===== src/rtl/sbl_pkg.sv =====
package sbl_pkg;
  localparam int unsigned REC_AW = 16;
  localparam logic [7:0] CMD_READ    = 8'h03;
  localparam logic [7:0] STREAM_BASE = 8'h04;
  localparam logic [7:0] REC_EXEC    = 8'd3;

  typedef enum logic [1:0] {
    TGT_I    = 2'd0,
    TGT_X    = 2'd1,
    TGT_Y    = 2'd2,
    TGT_NONE = 2'd3
  } tgt_e;

  typedef enum logic [3:0] {
    ST_STRAP,
    ST_PRB_CMD,
    ST_PRB_RD,
    ST_EVAL,
    ST_STR_CMD,
    ST_HDR,
    ST_DATA,
    ST_DONE,
    ST_SKIP
  } st_e;
endpackage


===== src/rtl/sbl_spi_byte.sv =====
module sbl_spi_byte #(
  parameter int unsigned HALF = 2
) (
  input  logic       clk_i,
  input  logic       rst_ni,
  input  logic       start_i,
  input  logic [7:0] tx_i,
  output logic       done_o,
  output logic [7:0] rx_o,
  output logic       sck_o,
  output logic       mosi_o,
  input  logic       miso_i
);
  localparam int unsigned CW = (HALF > 1) ? $clog2(HALF) : 1;

  logic          busy_q, ph_q;
  logic [2:0]    bit_q;
  logic [7:0]    sh_q;
  logic [CW-1:0] div_q;
  logic          tick;

  assign tick = (div_q == CW'(HALF - 1));

  always_ff @(posedge clk_i or negedge rst_ni) begin
    if (!rst_ni) begin
      busy_q <= 1'b0;
      ph_q   <= 1'b0;
      bit_q  <= '0;
      sh_q   <= '0;
      div_q  <= '0;
      done_o <= 1'b0;
    end else begin
      done_o <= 1'b0;
      if (!busy_q) begin
        if (start_i) begin
          busy_q <= 1'b1;
          sh_q   <= tx_i;
          bit_q  <= 3'd7;
          ph_q   <= 1'b0;
          div_q  <= '0;
        end
      end else if (tick) begin
        div_q <= '0;
        if (!ph_q) begin
          ph_q <= 1'b1;
        end else begin
          // sample while sck is high, shift out next bit on the falling edge
          ph_q <= 1'b0;
          sh_q <= {sh_q[6:0], miso_i};
          if (bit_q == 3'd0) begin
            busy_q <= 1'b0;
            done_o <= 1'b1;
          end else begin
            bit_q <= bit_q - 3'd1;
          end
        end
      end else begin
        div_q <= div_q + CW'(1);
      end
    end
  end

  assign sck_o  = busy_q & ph_q;
  assign mosi_o = sh_q[7];
  assign rx_o   = sh_q;
endmodule


===== src/rtl/sbl_packer.sv =====
module sbl_packer #(
  parameter int unsigned WB = 2,
  parameter int unsigned AW = 16
) (
  input  logic            clk_i,
  input  logic            rst_ni,
  input  logic            load_i,
  input  logic [AW-1:0]   base_i,
  input  logic            byte_valid_i,
  input  logic [7:0]      byte_i,
  input  logic            last_i,
  output logic            we_o,
  output logic [AW-1:0]   addr_o,
  output logic [8*WB-1:0] wdata_o
);
  localparam int unsigned DW = 8 * WB;
  localparam int unsigned LW = (WB > 1) ? $clog2(WB) : 1;

  logic [LW-1:0] lane_q;
  logic [DW-1:0] acc_q, merged;
  logic [AW-1:0] ptr_q;
  logic          full;

  always_comb begin
    merged = acc_q | (DW'(byte_i) << {lane_q, 3'b000});
    full   = (lane_q == LW'(WB - 1));
  end

  always_ff @(posedge clk_i or negedge rst_ni) begin
    if (!rst_ni) begin
      lane_q  <= '0;
      acc_q   <= '0;
      ptr_q   <= '0;
      we_o    <= 1'b0;
      addr_o  <= '0;
      wdata_o <= '0;
    end else begin
      we_o <= 1'b0;
      if (load_i) begin
        ptr_q  <= base_i;
        lane_q <= '0;
        acc_q  <= '0;
      end else if (byte_valid_i) begin
        if (full || last_i) begin
          we_o    <= 1'b1;
          wdata_o <= merged;
          addr_o  <= ptr_q;
          ptr_q   <= ptr_q + AW'(1);
          lane_q  <= '0;
          acc_q   <= '0;
        end else begin
          acc_q  <= merged;
          lane_q <= lane_q + LW'(1);
        end
      end
    end
  end
endmodule


===== src/rtl/spi_boot_loader.sv =====
module spi_boot_loader
  import sbl_pkg::*;
#(
  parameter int unsigned SCK_HALF    = 2,
  parameter logic [31:0] SIGNATURE   = 32'h564C5349,
  parameter int unsigned IWORD_BYTES = 4,
  parameter int unsigned DWORD_BYTES = 2
) (
  input  logic                     clk_i,
  input  logic                     rst_ni,
  input  logic                     boot_strap_i,
  output logic                     spi_cs_no,
  output logic                     spi_sck_o,
  output logic                     spi_mosi_o,
  input  logic                     spi_miso_i,
  output logic                     imem_we_o,
  output logic [15:0]              imem_addr_o,
  output logic [8*IWORD_BYTES-1:0] imem_wdata_o,
  output logic                     xmem_we_o,
  output logic [15:0]              xmem_addr_o,
  output logic [8*DWORD_BYTES-1:0] xmem_wdata_o,
  output logic                     ymem_we_o,
  output logic [15:0]              ymem_addr_o,
  output logic [8*DWORD_BYTES-1:0] ymem_wdata_o,
  output logic                     exec_o,
  output logic [15:0]              exec_addr_o,
  output logic                     skip_o
);
  localparam int unsigned AW = REC_AW;

  st_e           st_q;
  tgt_e          tgt_q;
  logic [2:0]    idx_q, last_cmd_idx;
  logic [15:0]   rem_q, len_q;
  logic [7:0]    type_q, alo_q, tx_q, tx_sel, spi_rx;
  logic [31:0]   sig_q;
  logic          mode24_q, start_q, infl_q, exec_q, skip_q;
  logic [AW-1:0] exec_addr_q, rec_addr;
  logic          byte_done, need_byte, hdr_end, data_v, data_last;

  sbl_spi_byte #(.HALF(SCK_HALF)) u_spi (
    .clk_i  (clk_i),
    .rst_ni (rst_ni),
    .start_i(start_q),
    .tx_i   (tx_q),
    .done_o (byte_done),
    .rx_o   (spi_rx),
    .sck_o  (spi_sck_o),
    .mosi_o (spi_mosi_o),
    .miso_i (spi_miso_i)
  );

  assign need_byte    = (st_q == ST_PRB_CMD) || (st_q == ST_PRB_RD) ||
                        (st_q == ST_STR_CMD) || (st_q == ST_HDR) || (st_q == ST_DATA);
  assign spi_cs_no    = !need_byte;
  assign last_cmd_idx = mode24_q ? 3'd3 : 3'd2;
  assign rec_addr     = {spi_rx, alo_q};
  assign hdr_end      = byte_done && (st_q == ST_HDR) && (idx_q == 3'd4);
  assign data_v       = byte_done && (st_q == ST_DATA);
  assign data_last    = (rem_q == 16'd1);

  always_comb begin
    tx_sel = 8'h00;
    if (idx_q == 3'd0 && (st_q == ST_PRB_CMD || st_q == ST_STR_CMD)) tx_sel = CMD_READ;
    else if (st_q == ST_STR_CMD && idx_q == last_cmd_idx)          tx_sel = STREAM_BASE;
  end

  always_ff @(posedge clk_i or negedge rst_ni) begin
    if (!rst_ni) begin
      st_q        <= ST_STRAP;
      tgt_q       <= TGT_NONE;
      idx_q       <= '0;
      rem_q       <= '0;
      len_q       <= '0;
      type_q      <= '0;
      alo_q       <= '0;
      tx_q        <= '0;
      sig_q       <= '0;
      mode24_q    <= 1'b0;
      start_q     <= 1'b0;
      infl_q      <= 1'b0;
      exec_q      <= 1'b0;
      exec_addr_q <= '0;
      skip_q      <= 1'b0;
    end else begin
      start_q <= 1'b0;
      exec_q  <= 1'b0;
      if (need_byte && !infl_q) begin
        start_q <= 1'b1;
        infl_q  <= 1'b1;
        tx_q    <= tx_sel;
      end
      if (byte_done) infl_q <= 1'b0;

      unique case (st_q)
        ST_STRAP: begin
          if (boot_strap_i) st_q <= ST_PRB_CMD;
          else begin
            skip_q <= 1'b1;
            st_q   <= ST_SKIP;
          end
        end
        ST_PRB_CMD: if (byte_done) begin
          if (idx_q == 3'd2) begin
            idx_q <= '0;
            st_q  <= ST_PRB_RD;
          end else idx_q <= idx_q + 3'd1;
        end
        ST_PRB_RD: if (byte_done) begin
          sig_q <= {sig_q[23:0], spi_rx};
          if (idx_q == 3'd3) begin
            idx_q <= '0;
            st_q  <= ST_EVAL;
          end else idx_q <= idx_q + 3'd1;
        end
        ST_EVAL: begin
          // a 3-byte-address part swallows the first read byte as an address byte
          if (sig_q == SIGNATURE) begin
            mode24_q <= 1'b0;
            st_q     <= ST_STR_CMD;
          end else if (sig_q[23:0] == SIGNATURE[31:8]) begin
            mode24_q <= 1'b1;
            st_q     <= ST_STR_CMD;
          end else begin
            skip_q <= 1'b1;
            st_q   <= ST_SKIP;
          end
        end
        ST_STR_CMD: if (byte_done) begin
          if (idx_q == last_cmd_idx) begin
            idx_q <= '0;
            st_q  <= ST_HDR;
          end else idx_q <= idx_q + 3'd1;
        end
        ST_HDR: if (byte_done) begin
          idx_q <= idx_q + 3'd1;
          unique case (idx_q)
            3'd0: type_q      <= spi_rx;
            3'd1: len_q[7:0]  <= spi_rx;
            3'd2: len_q[15:8] <= spi_rx;
            3'd3: alo_q       <= spi_rx;
            default: begin
              idx_q <= '0;
              if (type_q == REC_EXEC) begin
                exec_q      <= 1'b1;
                exec_addr_q <= rec_addr;
                st_q        <= ST_DONE;
              end else if (len_q != 16'd0) begin
                rem_q <= len_q;
                tgt_q <= (type_q < REC_EXEC) ? tgt_e'(type_q[1:0]) : TGT_NONE;
                st_q  <= ST_DATA;
              end
            end
          endcase
        end
        ST_DATA: if (byte_done) begin
          rem_q <= rem_q - 16'd1;
          if (data_last) st_q <= ST_HDR;
        end
        default: ;
      endcase
    end
  end

  sbl_packer #(.WB(IWORD_BYTES), .AW(AW)) u_pk_i (
    .clk_i       (clk_i),
    .rst_ni      (rst_ni),
    .load_i      (hdr_end && type_q == 8'd0),
    .base_i      (rec_addr),
    .byte_valid_i(data_v && tgt_q == TGT_I),
    .byte_i      (spi_rx),
    .last_i      (data_last),
    .we_o        (imem_we_o),
    .addr_o      (imem_addr_o),
    .wdata_o     (imem_wdata_o)
  );

  sbl_packer #(.WB(DWORD_BYTES), .AW(AW)) u_pk_x (
    .clk_i       (clk_i),
    .rst_ni      (rst_ni),
    .load_i      (hdr_end && type_q == 8'd1),
    .base_i      (rec_addr),
    .byte_valid_i(data_v && tgt_q == TGT_X),
    .byte_i      (spi_rx),
    .last_i      (data_last),
    .we_o        (xmem_we_o),
    .addr_o      (xmem_addr_o),
    .wdata_o     (xmem_wdata_o)
  );

  sbl_packer #(.WB(DWORD_BYTES), .AW(AW)) u_pk_y (
    .clk_i       (clk_i),
    .rst_ni      (rst_ni),
    .load_i      (hdr_end && type_q == 8'd2),
    .base_i      (rec_addr),
    .byte_valid_i(data_v && tgt_q == TGT_Y),
    .byte_i      (spi_rx),
    .last_i      (data_last),
    .we_o        (ymem_we_o),
    .addr_o      (ymem_addr_o),
    .wdata_o     (ymem_wdata_o)
  );

  assign exec_o      = exec_q;
  assign exec_addr_o = exec_addr_q;
  assign skip_o      = skip_q;
endmodule


===== config.mk =====
export PLATFORM = sky130hd
export DESIGN_NAME = spi_boot_loader
export DESIGN_NICKNAME = d
export VERILOG_FILES = /design/src/rtl/sbl_pkg.sv /design/src/rtl/sbl_spi_byte.sv /design/src/rtl/sbl_packer.sv /design/src/rtl/spi_boot_loader.sv
export SDC_FILE = /design/constraint.sdc
export NUM_CORES = 1
export LEC_CHECK = 0
export ABC_AREA = 1
export BUFFER_PORTS_ARGS = -buffer_cell sky130_fd_sc_hd__buf_2
export CAP_MARGIN = 10
export CORE_MARGIN = 8
export CORE_UTILIZATION = 30
export CTS_CLUSTER_DIAMETER = 60
export DETAILED_ROUTE_END_ITERATION = 6
export SLEW_MARGIN = 5
export SYNTH_ARGS = -nofsm -noshare
export SYNTH_HDL_FRONTEND = slang
export SYNTH_SLANG_ARGS = --single-unit

===== constraint.sdc =====
create_clock -name clk_i -period 3 [get_ports clk_i]
set_input_delay 0.6 -clock clk_i [delete_from_list [all_inputs] [get_ports clk_i]]
set_output_delay 0.6 -clock clk_i [all_outputs]
set_load 0.01 [all_outputs]

==> impl_metrics.json, run 1 <==
{
  "outcome": "completed",
  "slew_headroom_pct": 38.8,
  "grt_max_degree": 72,
  "drv_slew": 0,
  "worstPathRequired_ns": 2.40,
  "clk_latency_ns": 0.54,
  "fin_nets": 2177,
  "ant_nets": 0,
  "drt-total-wl_mm": 47.2,
  "fillers": 5609,
  "postCtsResizedCells": 0,
  "die_y_um": 251,
  "cts.reportedPaths.clkPinSlew_ns": 0.06,
  "place_inst": 2822,
  "synth-seq-area-share_pct": 54.2,
  "max_stage_delay_ns": 0.43,
  "grt_overflow": 0,
  "finClkSkew_ns": 0.0167,
  "h-tree-depth": 2,
  "fmax_mhz": 361,
  "grt_usage_pct": 14.7,
  "peakVddDrop_v": 0.000474,
  "finalNonFillerCells": 2893,
  "ios": 140,
  "tritoncts": "yes",
  "layout_commonest_cell": "nand2_1",
  "synth_cells": 2037,
  "vias_per_cell": 4.85,
  "most-common-layout-cells": "nand2_1 (609), dfrtp_1 (356), o21ai_0 (209), inv_1 (173), nand3_1 (160)",
  "cts_buffer_depth": 3,
  "synth-seq-cells": 358,
  "initial_core_util_pct": 30.2,
  "period_needed_ns": 2.77,
  "power_leakage_nw": 9.49,
  "clock-sinks": 358,
  "areaGrowthSynthToFinish_pct": 17.4,
  "cellPowerDensity_mw_per_mm2": 522,
  "path_max_fanout": 9,
  "place_congestion": 0.863,
  "cts_hold_buf": 0,
  "clock-root-buffer": "clkbuf_16",
  "tns_ns": 0,
  "crit_chain": "nor2_1, nand3_1, nand2_1, inv_1, nand2_1, inv_1, buf_2",
  "drt_iter0_drc": 1287,
  "cp_data_arrival_time_ns": 2.17,
  "rsz0062_at_grt": "false",
  "core_mm2": 0.0548,
  "cts_buffers": 39,
  "wire_per_inst_um": 16.3,
  "antenna_found_initial": 0,
  "die_w_um": 251,
  "drtPass1Iterations": 5,
  "diodes": 0,
  "drive_above_1_share_pct": 12.1,
  "finalHoldViolCount": 0,
  "avgSynthCellArea_um2": 8.12,
  "synth_cell_types": 39,
  "finalCritPeriodShare_pct": 92.2,
  "end_kind": "primary output",
  "synth_edf_count": 0,
  "grt_pass1_vias": 13500,
  "start_kind": "register",
  "portBuffers": 139,
  "path_delay_family": "simple AND/OR/NAND/NOR gates",
  "async_flop_share_pct": 100,
  "ys.flop_type": "dfrtp_1",
  "finalSetupViolCount": 0,
  "cts_setup_buffers": 0,
  "drc_errors": 0,
  "worst_pin_slew_ns": 0.916,
  "rows": 86,
  "ys_warn_count": 0,
  "dp_hpwl_mm": 33.2,
  "drv_cap": 0,
  "crit_buf_inv": 3,
  "hp-class": "primary input to async pin",
  "syn_nets": 2055,
  "cp_slowest_cell": "nor2_1",
  "grt_pass1_wl_mm": 76.0,
  "vias": 14000,
  "synth_area_mm2": 0.0165,
  "die-area_mm2": 0.0629,
  "crit_type": "register to primary output"
}
[kinds of logic after synthesis]
kind of cell             after synthesis  synth area share, %
buffers and inverters                270                 6.66
adder cells (fa/ha/maj)               14                 1.06
AND/OR/NAND/NOR                     1010                 25.2
flip-flops                           358                 54.2
AO/OA/AOI/OAI                        361                 11.6
multiplexers                           3                0.204
XOR/XNOR                              21                 1.11
[synth_stat cells, types with 2 or more instances]
| cell | instances | area, µm² |
|---|---|---|
| nand2_1 | 609 | 2290 |
| dfrtp_1 | 356 | 8910 |
| o21ai_0 | 209 | 1050 |
| inv_1 | 173 | 649 |
| nand3_1 | 160 | 801 |
| nor2_1 | 156 | 586 |
| a21oi_1 | 68 | 340 |
| clkbuf_1 | 54 | 203 |
| nor3_1 | 51 | 255 |
| o21ai_1 | 34 | 170 |
| o21bai_1 | 23 | 173 |
| buf_2 | 20 | 100 |
| xor2_1 | 20 | 175 |
| nand4_1 | 16 | 100 |
| ha_1 | 14 | 175 |
| a31oi_1 | 12 | 75.1 |
| nand2_2 | 7 | 43.8 |
| buf_6 | 6 | 67.6 |
| buf_4 | 5 | 37.5 |
| clkinv_1 | 5 | 18.8 |
| o22ai_1 | 5 | 31.3 |
| inv_2 | 4 | 15.0 |
| o21ai_2 | 4 | 35.0 |
| buf_1 | 3 | 11.3 |
| mux2_2 | 3 | 33.8 |
| nor2_2 | 3 | 18.8 |
| dfstp_2 | 2 | 52.6 |
| nor2_4 | 2 | 22.5 |
| o31ai_1 | 2 | 15.0 |
| or2_2 | 2 | 12.5 |
[stage by stage]
stage	util [%]	power (mW)	setup WS, ns	hold slack [ns]	instance area [µm²]
after floorplan	-	4.92	1.21	0.304	16500
after global placement	32.9	5.04	0.542	0.452	18000
after detailed placement	32.9	5.04	0.533	0.454	18000
after CTS	35.5	10.3	0.163	0.0269	19400
after global routing	35.5	10.5	0.0477	0.0384	19400
final	35.5	10.1	0.234	0.0220	19400
[final timing paths]
kind                         startpoint  cells past startpoint  slack (ns)                  to
setup / recovery                st_q[2]                      7        0.23           spi_cs_no
hold reg to reg                  skip_o                      2        0.47              skip_o
max in group asynchronous        rst_ni                      2        2.20      exec_addr_o[2]
hold / removal                   rst_ni                      1        0.02  u_pk_i.wdata_o[10]
min in group clk_i         boot_strap_i                      4        0.39              skip_o
setup reg to reg              type_q[3]                      9        0.46     u_pk_i.acc_q[6]
[metal layers]
| layer | track usage [%] | routed length (µm) | up-vias |
|---|---|---|---|
| li1 | - | - | 6841 |
| met1 | 20.4 | 21900 | 6749 |
| met2 | 23.2 | 21300 | 385 |
| met3 | 3.78 | 3220 | 50 |
| met4 | 2.98 | 730 | 0 |
| met5 | 0 | 0 | - |
[power breakdown]
group	leakage (nW)	total (mW)	internal, mW	switching (mW)
clock network	0.690	5.20	3.22	1.98
registers	4.98	4.83	4.83	0
logic	3.82	0.115	0.0175	0.0976
total	9.49	10.1	8.07	2.08
[registers in the layout, summed over array words and instances, names as in the netlist, 3 cells and up]
name,flops
sig_q,32
u_pk_i.acc_q,32
u_pk_i.wdata_o,32
exec_addr_o,16
len_q,16
rem_q,16
u_pk_i.addr_o,16
u_pk_i.ptr_q,16
u_pk_x.acc_q,16
u_pk_x.addr_o,16
u_pk_x.ptr_q,16
u_pk_x.wdata_o,16
u_pk_y.acc_q,16
u_pk_y.addr_o,16
u_pk_y.ptr_q,16
u_pk_y.wdata_o,16
alo_q,8
type_q,8
u_spi.rx_o,8
st_q,4
idx_q,3
u_spi.bit_q,3
[final cells by class]
class | count | area, µm² | share of cell area [%]
Sequential cell | 358 | 8960 | 46.1
Multi-Input combinational cell | 1409 | 6480 | 33.4
Clock buffer | 54 | 1150 | 5.95
Timing Repair Buffer | 169 | 1010 | 5.18
Tap cell | 704 | 881 | 4.54
Inverter | 182 | 683 | 3.52
Clock inverter | 17 | 251 | 1.29
No activity file was read; power rests on OpenSTA's default activity.
==> inputs of run 2 (changes only) <==
--- a/config.mk
+++ b/config.mk
@@ -12,6 +12,7 @@
 export CORE_UTILIZATION = 30
 export CTS_CLUSTER_DIAMETER = 60
 export DETAILED_ROUTE_END_ITERATION = 6
+export PLACE_DENSITY_LB_ADDON = 0.12
 export SLEW_MARGIN = 5
 export SYNTH_ARGS = -nofsm -noshare
 export SYNTH_HDL_FRONTEND = slang
==> run 2 against run 1 <==
  * Global-route usage increased by 1.2 points
  * Largest power group unchanged
  * Highest routed layer unchanged
  * First-iteration DRC count is 15% lower
  * Critical path type unchanged
  * Routed wire length is 8.0% higher
  * Combinational power grew 8%
  * Via count shrank 0.73%
  * Final area increased by 1.2%
  * Non-clock buffer count is 12 higher
  * Critical path depth up 1
  * Register-to-register slack gained 0.07 ns
  * Flip-flop and latch count did not move
  * Utilization is 0.43 points higher
==> impl_metrics.json, run 2 (synthesized netlist as in run 1, its figures left out) <==
{
  "outcome": "completed",
  "die-area_mm2": 0.0629,
  "cts_buffer_depth": 3,
  "rows": 86,
  "path_max_fanout": 9,
  "drv_slew": 0,
  "cellPowerDensity_mw_per_mm2": 543,
  "grt_pass1_vias": 13500,
  "tns_ns": 0,
  "place_congestion": 0.827,
  "crit_buf_inv": 4,
  "finClkSkew_ns": 0.0157,
  "crit_chain": "nor2_1, buf_4, nand3_1, nand2_1, inv_1, nand2_1, inv_1, buf_2",
  "power.share.clock_pct": 53.6,
  "max_stage_delay_ns": 0.42,
  "start_kind": "register",
  "portBuffers": 139,
  "path_delay_family": "simple AND/OR/NAND/NOR gates",
  "place_area_mm2": 0.0181,
  "core_mm2": 0.0548,
  "tritoncts": "yes",
  "rsz0062_at_grt": "false",
  "hp-class": "primary input to async pin",
  "dp_hpwl_mm": 35.1,
  "power_leakage_nw": 9.62,
  "final_util_pct": 35.9,
  "ant_nets": 0,
  "drc_errors": 0,
  "postCtsResizedCells": 0,
  "ios": 140,
  "rrSetupSlack_ns": 0.53,
  "wire_per_inst_um": 17.5,
  "combPwrFrac_pct": 1.2,
  "swShare_pct": 20.8,
  "diodes": 0,
  "drive_above_1_share_pct": 12.6,
  "cts_hold_buf": 0,
  "die_w_um": 251,
  "layout_commonest_cell": "nand2_1",
  "clk_latency_ns": 0.57,
  "peakVddDrop_v": 0.000421,
  "clock-root-buffer": "clkbuf_16",
  "fin_nets": 2195,
  "cp_data_arrival_time_ns": 1.91,
  "seq_power_share_pct": 45.3,
  "grt_pass1_wl_mm": 80.1,
  "clock-sinks": 358,
  "drt-total-wl_mm": 51.0,
  "worst_pin_slew_ns": 0.799,
  "grt_usage_pct": 16.0,
  "drtPass1Iterations": 5,
  "drv_cap": 0,
  "initial_core_util_pct": 30.2,
  "period_needed_ns": 2.51,
  "finalHoldViolCount": 0,
  "top_regs": "sig_q: 32 flops, u_pk_i.acc_q: 32 flops, u_pk_i.wdata_o: 32 flops",
  "fmax_mhz": 399,
  "vias_per_cell": 4.78,
  "finalCritPeriodShare_pct": 83.6,
  "cts_setup_buffers": 0,
  "end_kind": "primary output",
  "grt_max_degree": 74,
  "cts.reportedPaths.clkPinSlew_ns": 0.06,
  "antenna_found_initial": 3,
  "finalSetupViolCount": 0,
  "power_switching_mw": 2.22,
  "most-common-layout-cells": "nand2_1 (609), dfrtp_1 (356), o21ai_0 (209), inv_1 (173), nand3_1 (160)",
  "cts_buffers": 45,
  "grt_overflow": 0,
  "cp_slowest_cell": "dfrtp_1",
  "final_cell_area_mm2": 0.0197,
  "h-tree-depth": 2,
  "timing.hold.ws_ns": 0.0412,
  "worstPathRequired_ns": 2.40,
  "internal-power_mw": 8.45,
  "crit_type": "register to primary output",
  "drt_iter0_drc": 1094,
  "areaGrowthSynthToFinish_pct": 18.8,
  "vias": 13900,
  "die_y_um": 251,
  "slew_headroom_pct": 46.7
}
-- run 2: layout make-up --
| cell class | instances | area, µm² |
|---|---|---|
| tap | 704 | 881 |
| clock inverter | 12 | 218 |
| sequential | 358 | 8960 |
| clock buffer | 68 | 1350 |
| timing repair buffer | 181 | 1080 |
| multi-input combinational | 1409 | 6480 |
| fill | 5654 | 35100 |
| inverter | 182 | 683 |
-- run 2: worst paths after layout --
check / start / endpoint / cells after the start
max: st_q[2] / spi_cs_no / 8
min reg2reg: skip_o / skip_o / 2
min: rst_ni / sig_q[24] / 1
max reg2reg: st_q[3] / u_pk_y.ptr_q[3] / 10
max in group asynchronous: rst_ni / alo_q[4] / 2
min in group clk_i: spi_miso_i / u_spi.rx_o[0] / 3
-- run 2: power groups by stage --
stage                     Sequential [mW]  Combinational, mW  Clock [mW]
after global placement               4.92              0.135           0
final                                4.83              0.124        5.72
after CTS                            4.83              0.136        5.91
after floorplan                      4.92           0.000782           0
after detailed placement             4.92              0.135           0
after global routing                 4.83              0.147        6.07
-- run 2: metal layers --
layer / part of all wire [%] / track usage (%) / vias to the layer above
met5: 0 / 0 / -
met4: 1.5 / 3.92 / 0
met3: 5.5 / 2.98 / 51
met2: 46 / 25.5 / 297
met1: 47 / 22.3 / 6693
li1: - / - / 6882
-- run 2: through the flow --
stage / power, mW / setup slack (ns) / std cells
after floorplan: 4.92 / 1.21 / 2037
after global placement: 5.05 / 0.622 / 2834
after detailed placement: 5.05 / 0.533 / 2834
after CTS: 10.9 / 0.446 / 2914
after global routing: 11.0 / 0.322 / 2914
final: 10.7 / 0.491 / 2914
==> inputs of run 3 (changes only) <==
--- a/config.mk
+++ b/config.mk
@@ -5,7 +5,7 @@
 export SDC_FILE = /design/constraint.sdc
 export NUM_CORES = 1
 export LEC_CHECK = 0
-export ABC_AREA = 1
+export ABC_AREA = 0
 export BUFFER_PORTS_ARGS = -buffer_cell sky130_fd_sc_hd__buf_2
 export CAP_MARGIN = 10
 export CORE_MARGIN = 8
==> constraint.sdc (replaced) <==
create_clock -name clk_i -period 2.2 [get_ports clk_i]
set_input_delay 0.44 -clock clk_i [delete_from_list [all_inputs] [get_ports clk_i]]
set_output_delay 0.44 -clock clk_i [all_outputs]
set_load 0.01 [all_outputs]
==> run 3 against run 2 <==
  * The flow now finishes with violations (setup timing)
  * Die area fell by 5.8%
  * Clock power rose by 34%
  * Final area rose by 9.6%
  * Flip-flop and latch count did not move
  * Largest power group unchanged
  * Total power rose by 36%
  * Combinational power rose by 80%
  * Critical path depth did not move
==> impl_metrics.json, run 3 <==
{
  "outcome": "finished with violations",
  "violations": "setup timing",
  "rsz0062_at_grt": "true",
  "worstHoldStart": "spi_miso_i",
  "power_mw": 14.5,
  "ys.flop_type": "dfrtp_1",
  "grt_max_degree": 111,
  "die_w_um": 244,
  "synth_area_leaders": "dfrtp_1 (57%), mux2_2 (6.9%), a21oi_1 (6.7%)",
  "rows": 83,
  "fmax_mhz": 411,
  "top_regs": "sig_q: 32 flops, u_pk_i.acc_q: 32 flops, u_pk_i.wdata_o: 32 flops",
  "swShare_pct": 21.0,
  "fillers": 4915,
  "antenna_found_initial": 1,
  "grt_pass1_vias": 12900,
  "cts_buffer_depth": 3,
  "clock-root-buffer": "clkbuf_16",
  "synth_area_mm2": 0.0155,
  "tritoncts": "yes",
  "met1_usage_pct": 22.1,
  "die-area_mm2": 0.0593,
  "seq_power_share_pct": 45.6,
  "clock-sinks": 358,
  "ios": 140,
  "combPwrFrac_pct": 1.5,
  "crit_buf_inv": 3,
  "synth_edf_count": 0,
  "avgSynthCellArea_um2": 10.2,
  "dp_hpwl_mm": 31.4,
  "yosysMostFrequentCell": "dfrtp_1",
  "finClkSkew_ns": 0.0152,
  "startpoint": "rem_q[9]",
  "cp_data_arrival_time_ns": 2.87,
  "hp-class": "primary input to register",
  "async_flop_share_pct": 100,
  "power_switching_mw": 3.03,
  "tns_ns": -24.55,
  "ant_nets": 0,
  "final_util_pct": 42.1,
  "r2r_start": "rem_q[9]",
  "cp_slowest_cell": "or4_4",
  "start_kind": "register",
  "cp_common_cell": "buf_6",
  "drc_errors": 0,
  "final_cell_area_mm2": 0.0215,
  "path_max_fanout": 24,
  "diodes": 0,
  "grt_pass1_wl_mm": 77.0,
  "fin_nets": 1835,
  "peakVddDrop_v": 0.000483,
  "place_congestion": 0.805,
  "cellPowerDensity_mw_per_mm2": 671,
  "synth_common_cells": "dfrtp_1 (356), a21oi_1 (208), nand2_1 (190)",
  "areaGrowthSynthToFinish_pct": 38.7,
  "initial_core_util_pct": 30.3,
  "clk_latency_ns": 0.56,
  "end_kind": "register",
  "layout_commonest_cell": "dfrtp_1",
  "yosysTopAreaCell": "dfrtp_1",
  "grt_overflow": 0,
  "period_needed_ns": 2.43,
  "cts.reportedPaths.clkPinSlew_ns": 0.06,
  "slew_headroom_pct": 40.3,
  "synth-seq-area-share_pct": 57.7,
  "grt_busiest_layer": "met2",
  "met3_usage_pct": 2.90,
  "setup_ws_ns": -0.232,
  "h-tree-depth": 2,
  "crit_type": "register to register",
  "portBuffers": 139,
  "vias": 12500,
  "synth-seq-cells": 358,
  "ys_warn_count": 0,
  "power.share.clock_pct": 52.9,
  "crit_chain": "or4_4, nor4b_4, buf_6, a21oi_2, buf_6, nor2_4, buf_12, mux2_2",
  "vias_per_cell": 4.93,
  "die_y_um": 244,
  "finalSetupViolCount": 234,
  "drt_iter0_drc": 781,
  "drv_cap": 0,
  "finalHoldViolCount": 0,
  "worst_pin_slew_ns": 0.894,
  "place_area_mm2": 0.0181,
  "power_leakage_nw": 10.6,
  "max_stage_delay_ns": 0.55,
  "drv_slew": 0,
  "synth_cells": 1522,
  "synth_top_cell_area_share_pct": 57.4,
  "drive_above_1_share_pct": 36.5,
  "internal-power_mw": 11.4,
  "cts_buffers": 44,
  "finalCritPeriodShare_pct": 111,
  "core_mm2": 0.0512,
  "drt-total-wl_mm": 48.7,
  "syn_nets": 1540,
  "most-common-layout-cells": "dfrtp_1 (355), a21oi_1 (201), nor2_1 (146), buf_2 (139), nand2_1 (135)",
  "path_delay_family": "simple AND/OR/NAND/NOR gates",
  "synth_cell_types": 65,
  "grt_usage_pct": 16.1,
  "grt_use_met2_pct": 25.8,
  "drtPass1Iterations": 4,
  "wire_per_inst_um": 19.2,
  "pre_cts_slack_ns": -0.306,
  "worstPathRequired_ns": 2.64
}
-- run 3: cell types whose count changed in the layout (fill, tap and decap cells not counted), sizes merged, moves of 22 or more --
cell,previous run,this run
a21oi,68,209
buf,181,343
inv,178,26
mux2,3,95
nand2,616,190
nand3,161,25
nor3,51,23
nor4,1,25
o21ai,247,81
o21bai,23,1
xnor2,1,34
-- run 3: area by class of cell --
type | count | area, µm² | area share, %
well taps | 680 | 851 | 3.95
multi-input cells | 1042 | 6980 | 32.4
repair buffers | 347 | 3110 | 14.4
clock inverters | 18 | 259 | 1.20
inverters | 24 | 92.6 | 0.430
clock buffers | 62 | 1290 | 5.99
flip-flops and latches | 358 | 8960 | 41.6
-- run 3: routing by layer --
layer | vias up | share of wire (%)
met5 | - | 0
met4 | 0 | 2.3
met3 | 70 | 4.5
met2 | 246 | 47
met1 | 6213 | 47
li1 | 5955 | -
-- run 3: repair_timing --
item	in CTS	in global routing
hold buffers	1	0
cloned	20	5
setup buffers	35	15
endpoints found under the hold margin	28	0
pin swaps	89	71
setup endpoints to repair	241	268
resized for setup	207	118
-- run 3: power groups by stage --
stage / Combinational (mW) / Clock [mW] / Sequential, mW
6_report: 0.223 / 7.64 / 6.60
3_5_place_dp: 0.235 / 0 / 6.71
5_1_grt: 0.257 / 8.14 / 6.59
2_1_floorplan: 0.0257 / 0 / 6.71
3_3_place_gp: 0.235 / 0 / 6.71
4_1_cts: 0.237 / 7.87 / 6.60
-- run 3: path summary, 6_finish.rpt --
path	cells past startpoint	slack, ns	endpoint
min	3	0.21	u_spi.rx_o[0]
min reg2reg	2	0.47	u_pk_y.addr_o[9]
max reg2reg	8	-0.23	u_pk_i.addr_o[4]
min in group asynchronous	2	0.33	u_pk_y.wdata_o[0]
max in group asynchronous	3	0.99	u_pk_x.addr_o[11]
max	8	-0.23	u_pk_i.addr_o[4]
-- run 3: kinds of logic after synthesis --
| family | synth area share (%) |
|---|---|
| buf+inv | 3.06 |
| mux | 7.08 |
| fa+ha+maj | 1.13 |
| flops | 57.7 |
| xor+xnor | 2.09 |
| simple gates | 16.1 |
| compound gates | 12.8 |
-- run 3: tightest hold or removal path: stages --
cell and delay (ns):
buf_2 0.09, a21oi_1 0.06, o21ai_0 0.14
-- run 3: stage by stage --
step                instances  hold slack, ns
finish                   2531           0.210
global route             2531           0.240
CTS                      2518           0.192
global placement         2385           0.309
floorplan                1522           0.144
detailed placement       2385           0.304
